File: src/rtl/gpio_port_pkg.sv
package gpio_port_pkg;

   localparam int unsigned MAX_PINS = 16;
   localparam int unsigned IDX_W    = 4;
   localparam int unsigned CLR_LSB  = 16;
   localparam int unsigned AF_W     = 4;
   localparam int unsigned AF_PER_W = 8;

   typedef enum logic [IDX_W-1:0] {
      IDX_MODE   = 4'd0,
      IDX_DRVTYP = 4'd1,
      IDX_SPEED  = 4'd2,
      IDX_PULL   = 4'd3,
      IDX_IDATA  = 4'd4,
      IDX_ODATA  = 4'd5,
      IDX_SETCLR = 4'd6,
      IDX_LOCK   = 4'd7,
      IDX_AFLO   = 4'd8,
      IDX_AFHI   = 4'd9
   } reg_idx_e;

   typedef enum logic [1:0] {
      PM_INPUT  = 2'd0,
      PM_OUTPUT = 2'd1,
      PM_ALT    = 2'd2,
      PM_ANALOG = 2'd3
   } pin_mode_e;

   typedef enum logic [1:0] {
      PULL_NONE = 2'd0,
      PULL_UP   = 2'd1,
      PULL_DOWN = 2'd2,
      PULL_RSVD = 2'd3
   } pull_e;

endpackage

File: src/rtl/gpio_cfg_regs.sv
module gpio_cfg_regs
   import gpio_port_pkg::*;
#(
   parameter int unsigned NP = 16
) (
   input  logic                 clk,
   input  logic                 rst_n,
   input  logic                 wr_en,
   input  logic [IDX_W-1:0]     idx,
   input  logic [31:0]          wdata,
   output logic [2*NP-1:0]      mode_q,
   output logic [NP-1:0]        drvtyp_q,
   output logic [2*NP-1:0]      speed_q,
   output logic [2*NP-1:0]      pull_q,
   output logic [AF_W*NP-1:0]   af_q
);

   for (genvar p = 0; p < NP; p++) begin : g_pin
      localparam logic [IDX_W-1:0] AF_IDX = (p < AF_PER_W) ? IDX_AFLO : IDX_AFHI;
      localparam int unsigned      AF_LSB = (p % AF_PER_W) * AF_W;

      always_ff @(posedge clk or negedge rst_n) begin
         if (!rst_n) begin
            mode_q[2*p +: 2]     <= PM_INPUT;
            drvtyp_q[p]          <= 1'b0;
            speed_q[2*p +: 2]    <= 2'd0;
            pull_q[2*p +: 2]     <= PULL_NONE;
            af_q[AF_W*p +: AF_W] <= '0;
         end else if (wr_en) begin
            if (idx == IDX_MODE)   mode_q[2*p +: 2]  <= wdata[2*p +: 2];
            if (idx == IDX_DRVTYP) drvtyp_q[p]       <= wdata[p];
            if (idx == IDX_SPEED)  speed_q[2*p +: 2] <= wdata[2*p +: 2];
            if (idx == IDX_PULL)   pull_q[2*p +: 2]  <= wdata[2*p +: 2];
            if (idx == AF_IDX)     af_q[AF_W*p +: AF_W] <= wdata[AF_LSB +: AF_W];
         end
      end
   end

endmodule

File: src/rtl/gpio_out_latch.sv
module gpio_out_latch
   import gpio_port_pkg::*;
#(
   parameter int unsigned NP = 16
) (
   input  logic           clk,
   input  logic           rst_n,
   input  logic           wr_whole,
   input  logic           wr_setclr,
   input  logic [31:0]    wdata,
   output logic [NP-1:0]  odr_q
);

   logic [NP-1:0] set_bits;
   logic [NP-1:0] clr_bits;
   logic [NP-1:0] odr_d;

   assign set_bits = wdata[NP-1:0];
   assign clr_bits = wdata[CLR_LSB +: NP];

   // set wins over clear: clear is applied first, set is ORed in after
   always_comb begin
      odr_d = odr_q;
      if (wr_whole)       odr_d = wdata[NP-1:0];
      else if (wr_setclr) odr_d = (odr_q & ~clr_bits) | set_bits;
   end

   always_ff @(posedge clk or negedge rst_n) begin
      if (!rst_n) odr_q <= '0;
      else        odr_q <= odr_d;
   end

endmodule

File: src/rtl/gpio_in_sync.sv
module gpio_in_sync #(
   parameter int unsigned NP     = 16,
   parameter int unsigned STAGES = 2
) (
   input  logic           clk,
   input  logic           rst_n,
   input  logic [NP-1:0]  raw,
   output logic [NP-1:0]  synced
);

   if (STAGES < 2) begin : g_bad_stages
      $error("gpio_in_sync: STAGES must be at least 2");
   end

   logic [NP-1:0] chain [STAGES];

   for (genvar s = 0; s < STAGES; s++) begin : g_stage
      if (s == 0) begin : g_first
         always_ff @(posedge clk or negedge rst_n) begin
            if (!rst_n) chain[0] <= '0;
            else        chain[0] <= raw;
         end
      end else begin : g_next
         always_ff @(posedge clk or negedge rst_n) begin
            if (!rst_n) chain[s] <= '0;
            else        chain[s] <= chain[s-1];
         end
      end
   end

   assign synced = chain[STAGES-1];

endmodule

File: src/rtl/gpio_pad_drive.sv
module gpio_pad_drive
   import gpio_port_pkg::*;
#(
   parameter int unsigned NP = 16
) (
   input  logic [2*NP-1:0] mode_q,
   input  logic [NP-1:0]   drvtyp_q,
   input  logic [2*NP-1:0] pull_q,
   input  logic [NP-1:0]   odr_q,
   input  logic [NP-1:0]   alt_oe_req,
   input  logic [NP-1:0]   alt_dout,
   output logic [NP-1:0]   pad_oe,
   output logic [NP-1:0]   pad_out,
   output logic [NP-1:0]   pad_od,
   output logic [NP-1:0]   pad_pu,
   output logic [NP-1:0]   pad_pd
);

   for (genvar p = 0; p < NP; p++) begin : g_pin
      pin_mode_e pm;
      pull_e     pl;
      logic      drv_en;
      logic      val;

      assign pm = pin_mode_e'(mode_q[2*p +: 2]);
      assign pl = pull_e'(pull_q[2*p +: 2]);

      always_comb begin
         drv_en = 1'b0;
         val    = odr_q[p];
         case (pm)
            PM_OUTPUT: drv_en = 1'b1;
            PM_ALT: begin
               drv_en = alt_oe_req[p];
               val    = alt_dout[p];
            end
            default:   drv_en = 1'b0;
         endcase
      end

      // open-drain: drive only a low, release on a high
      assign pad_oe[p]  = drv_en & ~(drvtyp_q[p] & val);
      assign pad_out[p] = val & ~drvtyp_q[p];
      assign pad_od[p]  = drvtyp_q[p];
      assign pad_pu[p]  = (pl == PULL_UP);
      assign pad_pd[p]  = (pl == PULL_DOWN);
   end

endmodule

File: src/rtl/gpio_port_regs.sv
module gpio_port_regs
   import gpio_port_pkg::*;
#(
   parameter int unsigned NP          = 16,
   parameter int unsigned ADDR_W      = 6,
   parameter int unsigned SYNC_STAGES = 2
) (
   input  logic              clk,
   input  logic              rst_n,
   input  logic              bus_wr,
   input  logic              bus_rd,
   input  logic [ADDR_W-1:0] bus_addr,
   input  logic [31:0]       bus_wdata,
   output logic [31:0]       bus_rdata,
   input  logic [NP-1:0]     pad_in,
   input  logic [NP-1:0]     alt_oe_req,
   input  logic [NP-1:0]     alt_dout,
   output logic [NP-1:0]     pad_oe,
   output logic [NP-1:0]     pad_out,
   output logic [NP-1:0]     pad_od,
   output logic [NP-1:0]     pad_pu,
   output logic [NP-1:0]     pad_pd,
   output logic [2*NP-1:0]   pad_speed,
   output logic [4*NP-1:0]   pad_afsel
);

   localparam int unsigned WIDX_W = ADDR_W - 2;

   if (NP < 1 || NP > MAX_PINS) begin : g_bad_np
      $error("gpio_port_regs: NP must be 1..16");
   end
   if (ADDR_W < IDX_W + 2) begin : g_bad_addr
      $error("gpio_port_regs: ADDR_W too small for the register map");
   end

   logic [WIDX_W-1:0]   widx;
   logic                in_map;
   logic [IDX_W-1:0]    idx;
   logic                wr_hit;
   logic [2*NP-1:0]     mode_q;
   logic [NP-1:0]       drvtyp_q;
   logic [2*NP-1:0]     speed_q;
   logic [2*NP-1:0]     pull_q;
   logic [AF_W*NP-1:0]  af_q;
   logic [NP-1:0]       odr_q;
   logic [NP-1:0]       idr_s;
   logic [31:0]         af_lo_word;
   logic [31:0]         af_hi_word;
   logic [31:0]         rd_word;

   assign widx   = bus_addr[ADDR_W-1:2];
   assign in_map = (widx <= WIDX_W'(IDX_AFHI));
   assign idx    = in_map ? widx[IDX_W-1:0] : IDX_LOCK;
   assign wr_hit = bus_wr & in_map;

   gpio_cfg_regs #(.NP(NP)) i_cfg (
      .clk      (clk),
      .rst_n    (rst_n),
      .wr_en    (wr_hit),
      .idx      (idx),
      .wdata    (bus_wdata),
      .mode_q   (mode_q),
      .drvtyp_q (drvtyp_q),
      .speed_q  (speed_q),
      .pull_q   (pull_q),
      .af_q     (af_q)
   );

   gpio_out_latch #(.NP(NP)) i_out (
      .clk       (clk),
      .rst_n     (rst_n),
      .wr_whole  (wr_hit && idx == IDX_ODATA),
      .wr_setclr (wr_hit && idx == IDX_SETCLR),
      .wdata     (bus_wdata),
      .odr_q     (odr_q)
   );

   gpio_in_sync #(.NP(NP), .STAGES(SYNC_STAGES)) i_sync (
      .clk    (clk),
      .rst_n  (rst_n),
      .raw    (pad_in),
      .synced (idr_s)
   );

   gpio_pad_drive #(.NP(NP)) i_drive (
      .mode_q     (mode_q),
      .drvtyp_q   (drvtyp_q),
      .pull_q     (pull_q),
      .odr_q      (odr_q),
      .alt_oe_req (alt_oe_req),
      .alt_dout   (alt_dout),
      .pad_oe     (pad_oe),
      .pad_out    (pad_out),
      .pad_od     (pad_od),
      .pad_pu     (pad_pu),
      .pad_pd     (pad_pd)
   );

   assign pad_speed = speed_q;
   assign pad_afsel = af_q;

   always_comb begin
      af_lo_word = '0;
      af_hi_word = '0;
      for (int p = 0; p < int'(NP); p++) begin
         if (p < int'(AF_PER_W))
            af_lo_word[(p % AF_PER_W)*AF_W +: AF_W] = af_q[AF_W*p +: AF_W];
         else
            af_hi_word[(p % AF_PER_W)*AF_W +: AF_W] = af_q[AF_W*p +: AF_W];
      end
   end

   always_comb begin
      rd_word = '0;
      case (idx)
         IDX_MODE:   rd_word[2*NP-1:0] = mode_q;
         IDX_DRVTYP: rd_word[NP-1:0]   = drvtyp_q;
         IDX_SPEED:  rd_word[2*NP-1:0] = speed_q;
         IDX_PULL:   rd_word[2*NP-1:0] = pull_q;
         IDX_IDATA:  rd_word[NP-1:0]   = idr_s;
         IDX_ODATA:  rd_word[NP-1:0]   = odr_q;
         IDX_AFLO:   rd_word           = af_lo_word;
         IDX_AFHI:   rd_word           = af_hi_word;
         default:    rd_word           = '0;
      endcase
   end

   always_ff @(posedge clk or negedge rst_n) begin
      if (!rst_n)      bus_rdata <= '0;
      else if (bus_rd) bus_rdata <= rd_word;
   end

endmodule

File: config.mk
export PLATFORM = sky130hd
export DESIGN_NAME = gpio_port_regs
export DESIGN_NICKNAME = d
export VERILOG_FILES = /design/src/rtl/gpio_port_pkg.sv /design/src/rtl/gpio_cfg_regs.sv /design/src/rtl/gpio_out_latch.sv /design/src/rtl/gpio_in_sync.sv /design/src/rtl/gpio_pad_drive.sv /design/src/rtl/gpio_port_regs.sv
export SDC_FILE = /design/constraint.sdc
export NUM_CORES = 1
export LEC_CHECK = 0
export ABC_AREA = 1
export BUFFER_PORTS_ARGS = -buffer_cell sky130_fd_sc_hd__buf_2
export CAP_MARGIN = 20
export CELL_PAD_IN_SITES_DETAIL_PLACEMENT = 1
export CELL_PAD_IN_SITES_GLOBAL_PLACEMENT = 2
export CORE_MARGIN = 10
export CORE_UTILIZATION = 33
export DETAILED_ROUTE_END_ITERATION = 10
export PLACE_DENSITY = 0.87
export SETUP_SLACK_MARGIN = 0.3
export SYNTH_ARGS = -nofsm -noshare
export SYNTH_HDL_FRONTEND = slang
export SYNTH_SLANG_ARGS = --single-unit
File: constraint.sdc
create_clock -name clk -period 2.5 [get_ports clk]
set_clock_uncertainty 0.05 [all_clocks]
set_input_delay 0.125 -clock clk [delete_from_list [all_inputs] [get_ports clk]]
set_output_delay 0.125 -clock clk [all_outputs]
set_load 0.02 [all_outputs]
# == Word level (Yosys, flattened, before mapping) ==
# Cells that the tools add are included.
# W data, S select, Z words.
# totals
register_bits,256
in_bits,90
# op_classes
n_bitwise,84
eq_ne,72
magnitude_cmp,1
n_mux,37
n_reduce_logical,10
# op_table
op,n
$pmux W16 S8,1
$pmux W16 S5,1
$eq A2 B1 Y1 const B,32
$eq A2 B2 Y1 const B,32
$and A1 B1 Y1,49
$mux W16,2
$not A1 Y1,32
$pmux W1 S2,16
$and A16 B16 Y16,1
$mux W1,16
$not A16 Y16,1
$or A16 B16 Y16,1
$eq A4 B3 Y1 const B,3
$reduce_and A2 Y1,6
$eq A4 B2 Y1 const B,2
$eq A4 B4 Y1 const B,2
$eq A4 B1 Y1 const B,1
$le A4 B4 Y1 const B,1
$logic_not A4 Y1,1
$mux W4,1
$logic_and A1 B1 Y1,2
$reduce_bool A2 Y1,1

# == Logic depth before layout (Yosys ltp) ==
# depth
word_depth,6
depth_mapped,10
depth_no_buf,8

# == Modules after synthesis ==
# From an unflattened synthesis, not the netlist that was laid out.
# unflattened
hier_cells,1857
hier_area_um2,13803.2
# by_module_without_submodules
mod,cells_each,area_per_inst_um2,instances
gpio_cfg_regs,817,7290.7,1
gpio_port_regs,586,3149.3,1
gpio_pad_drive,320,1721.7,1
gpio_in_sync,48,920.9,1
gpio_out_latch,86,720.7,1

# == Worst setup path after synthesis ==
# Ideal clock, no wire load.
# synth_path
path_type,register -> output
from,register i_cfg.mode_q[0]
to,output port pad_oe[0]
slack_ns,0.988
stages_incl_launch_ff,6
path_buffers,0
arrival_ns,1.337
required_time_ns,2.325
cell_sequence,dfrtp_1 -> inv_1 -> ha_1 -> mux2i_1 -> nor2_1 -> nor3_1
# synth_between
elab_chain_len,5
# synth_rtl
item,line,text
from (decl),gpio_cfg_regs.sv:11,"output logic [2*NP-1:0] mode_q,"
"from (signal, indexed assignment)",gpio_cfg_regs.sv:30,if (idx == IDX_MODE) mode_q[2*p +: 2] <= wdata[2*p +: 2];
$eq A2 B2 Y1,gpio_pad_drive.sv:31,case (pm)
$mux W1,gpio_pad_drive.sv:31,
$and A1 B1 Y1,gpio_pad_drive.sv:42,assign pad_oe[p] = drv_en & ~(drvtyp_q[p] & val);
$not A1 Y1,gpio_pad_drive.sv:42,
$and A1 B1 Y1 (*),gpio_pad_drive.sv:42,
to (decl),gpio_port_regs.sv:18,"output logic [NP-1:0] pad_oe,"
# Mark *: on every way between the ends. The rest lies on a longest branch, timed or not.

# == Worst setup path after layout ==
# layout_path
from,register i_cfg.mode_q[18]
to,output port pad_oe[9]
# The elaborated chain is that of the path after synthesis.

==> reports/metrics.yaml <==
outcome:
  status: "finished clean"
clocking:
  htree_levels: 1
  cts_buffers: 31
  clk_pin_slew_ps: 60
  cts_sinks: 256
  cts_buffer_depth: 3
  clock-root-buffer: "clkbuf_16"
  cts_tree: "done"
  clock_latency_ps: 580
layout:
  nFillCells: 4425
  final_cells: 2318
  fin_util: 0.439
  syn2layout_area_growth_pct: 31.6
  seq_area_mm2: 0.00641
  nNetsFinal: 1945
  multi_input_area_mm2: 0.00490
  drive_gt1_frac: 0.239
global_route:
  grt_first_pass_wirelength_um: 75600
  gr-total-overflow: 0
  grt_antenna_before_repair: 6
  grt_pass1_vias: 12400
  gr-usage-all-layers: 0.219
  grt_max_degree: 67
yosys:
  syn_area_per_cell_um2: 8.26
  postSynthCellCount: 1470
  ys_seq_elements: 256
  synth_fp_nets: 1592
  synth_area_mm2: 0.0121
  ys_seq_area_frac: 0.527
  yosys_warnings: 0
  synth_cell_types: 27
floorplanning:
  initial_utilization: 0.333
  rows: 70
  die_x_um: 212
  io_pins: 298
  die_h_um: 212
  coreArea_mm2: 0.0364
  die_area_mm2: 0.0449
critical_path:
  cp-end-kind: "primary output"
  crit_path_top_delay_cell: "dfrtp_2"
  timing.rr.start: "i_out.odr_q[15]"
  crit_arrival_ps: 1960
  cpLargestDelayFamily: "flip-flops"
  crit_chain: "inv_1 > ha_2 > mux2i_2 > nor2_1 > nor3_1 > buf_2"
  worstPathRequired_ps: 2330
  critPathMaxFanout: 3
  r2r-end: "i_out.odr_q[15]"
  reg2reg_slack_ps: 1160
  path_class: "flop to primary output"
  crit_path_max_incr_delay_ps: 430
  path_buf_inv: 2
  rr_worst_depth: 3
  worstSetupStartpointType: "flop"
sta:
  rsz0062_at_grt: "true"
  slew_violations: 0
  period_needed_ps: 2130
  setup_viol: 0
  tightest_slew_ps: 876
  relSlewSlack: 0.416
  fin_tns_setup_ps: 0
  fin_crit_sh: 0.853
  fmax_mhz: 469
  timing.hold.ws_ps: 26.5
  finalHoldViolCount: 0
power_and_ir_drop:
  pwr-share-comb: 0.271
  switching_power_mw: 5.13
  p_leak_nw: 8.21
  clockPowerShare: 0.334
  netSwitchingFraction: 0.355
  p_per_area_mw_per_mm2: 905
  p_seq_frac: 0.395
  irDropWorstVdd_v: 0.000588
  intPower_mw: 9.34
place:
  port_buffers: 295
  place_hpwl_um: 36100
  dp_cells: 2197
  gp_congestion: 0.825
route:
  route.detailed.drc: 0
  drtIter0Drc: 602
  viasPerCell: 5.00
  drtAntennaViolNets: 0
  first_pass_iters: 5
  wire_per_inst_um: 21.5
  drt-total-wl_um: 49900
  vias: 11600
hold_path:
  hp-class: "input pin to asynchronous set/reset pin"
run:
  cap_viol_max_count: 0
[metrics by stage]
| step | setup slack [ps] | area, um2 | power [mW] |
|---|---|---|---|
| 2_1_floorplan | 988 | 12100 | 7.76 |
| 3_3_place_gp | 554 | 14200 | 9.39 |
| 3_5_place_dp | 515 | 14200 | 9.53 |
| 4_1_cts | 334 | 15800 | 14.5 |
| 5_1_grt | 256 | 16000 | 15.2 |
| 6_report | 368 | 16000 | 14.5 |
[cell families (layout without fill, tap and decap cells)]
| kind of cell | after synthesis | count (layout) | share of synthesized area |
|---|---|---|---|
| muxes | 16 | 16 | 0.0132 |
| AOI/OAI and AO/OA | 239 | 239 | 0.105 |
| DFF | 256 | 256 | 0.527 |
| buffers and inverters | 227 | 604 | 0.0744 |
| and+or+nand+nor | 700 | 700 | 0.247 |
| adders and majority gates | 32 | 32 | 0.0330 |
| other | 0 | 3 | 0 |
[Yosys cell counts, drive strengths merged]
cell type    n  area, um2
nand2      344       1300
dfrtp      256       6410
nor2       191        757
inv        159        597
o21ai      145        726
nand3       98        495
a21oi       62        310
buf         41        205
ha          32        400
o21a        32        240
clkbuf      27        101
nand4       20        146
nor3        17       96.4
mux2i       16        160
nand3b      15        113
or2         15       93.8
[cell type report]
class,count,share of cell area
Inverter,159,0.0373
Clock inverter,7,0.00869
Sequential cell,256,0.401
Tap cell,468,0.0366
Timing Repair Buffer,388,0.149
Multi-Input combinational cell,987,0.307
Clock buffer,50,0.0599
Antenna cell,3,0.000470
[cell usage in the layout, fill, tap and decap left out, types with 31 or more instances in the layout]
cell,count
nand3_1,97
clkbuf_16,31
o21ai_1,107
nor2_1,183
dfrtp_1,254
o21ai_0,38
a21oi_1,62
buf_2,285
nand2_1,339
dlygate4sd3_1,53
buf_4,45
o21a_1,32
inv_1,150
[worst reg2reg max path: stages (launching register included)]
cell	delay (ps)
dfrtp_1	470
nand2_1	80
o21ai_1	130
dlygate4sd3_1	550
[how the worst max path moves through the flow]
stage                     start             to  slack [ps]  cells after the start
2_1_floorplan   i_cfg.mode_q[0]      pad_oe[0]         990                      5
3_3_place_gp        bus_addr[2]  bus_rdata[17]         550                      8
3_5_place_dp        bus_addr[2]   bus_rdata[1]         510                      8
4_1_cts        i_cfg.mode_q[30]     pad_oe[15]         330                      6
5_1_grt        i_cfg.mode_q[18]      pad_oe[9]         260                      6
6_report       i_cfg.mode_q[18]      pad_oe[9]         370                      6
[per-layer routing]
metal,up-vias,GRT usage,part of all wire
li1,5418,-,-
met1,5812,0.266,0.42
met2,265,0.382,0.50
met3,87,0.0405,0.046
met4,6,0.0734,0.030
met5,-,0,0.00072
[power by group through the flow]
stage | logic (mW) | clock network (mW) | registers, mW
6_report | 3.92 | 4.83 | 5.72
5_1_grt | 4.31 | 5.10 | 5.83
4_1_cts | 3.86 | 4.93 | 5.71
3_5_place_dp | 3.75 | 0 | 5.77
3_3_place_gp | 3.65 | 0 | 5.73
2_1_floorplan | 1.67 | 0 | 6.09
[what timing repair did]
action | in CTS | in global routing
setup endpoints to repair | 0 | 11
hold endpoints to repair | 460 | 0
resized for setup | 0 | 25
hold buffers | 53 | 0
setup buffers | 0 | 8
[flip-flops by register name, indices dropped and copies added (netlist names)]
register and count:
i_cfg.drvtyp_q 16, i_cfg.pull_q 32, bus_rdata 32, i_cfg.af_q 64
i_cfg.mode_q 32, i_sync.synced 16, i_out.odr_q 16, i_cfg.speed_q 32
i_sync.chain 16
Note: power is estimated with default switching activity, not from simulation.
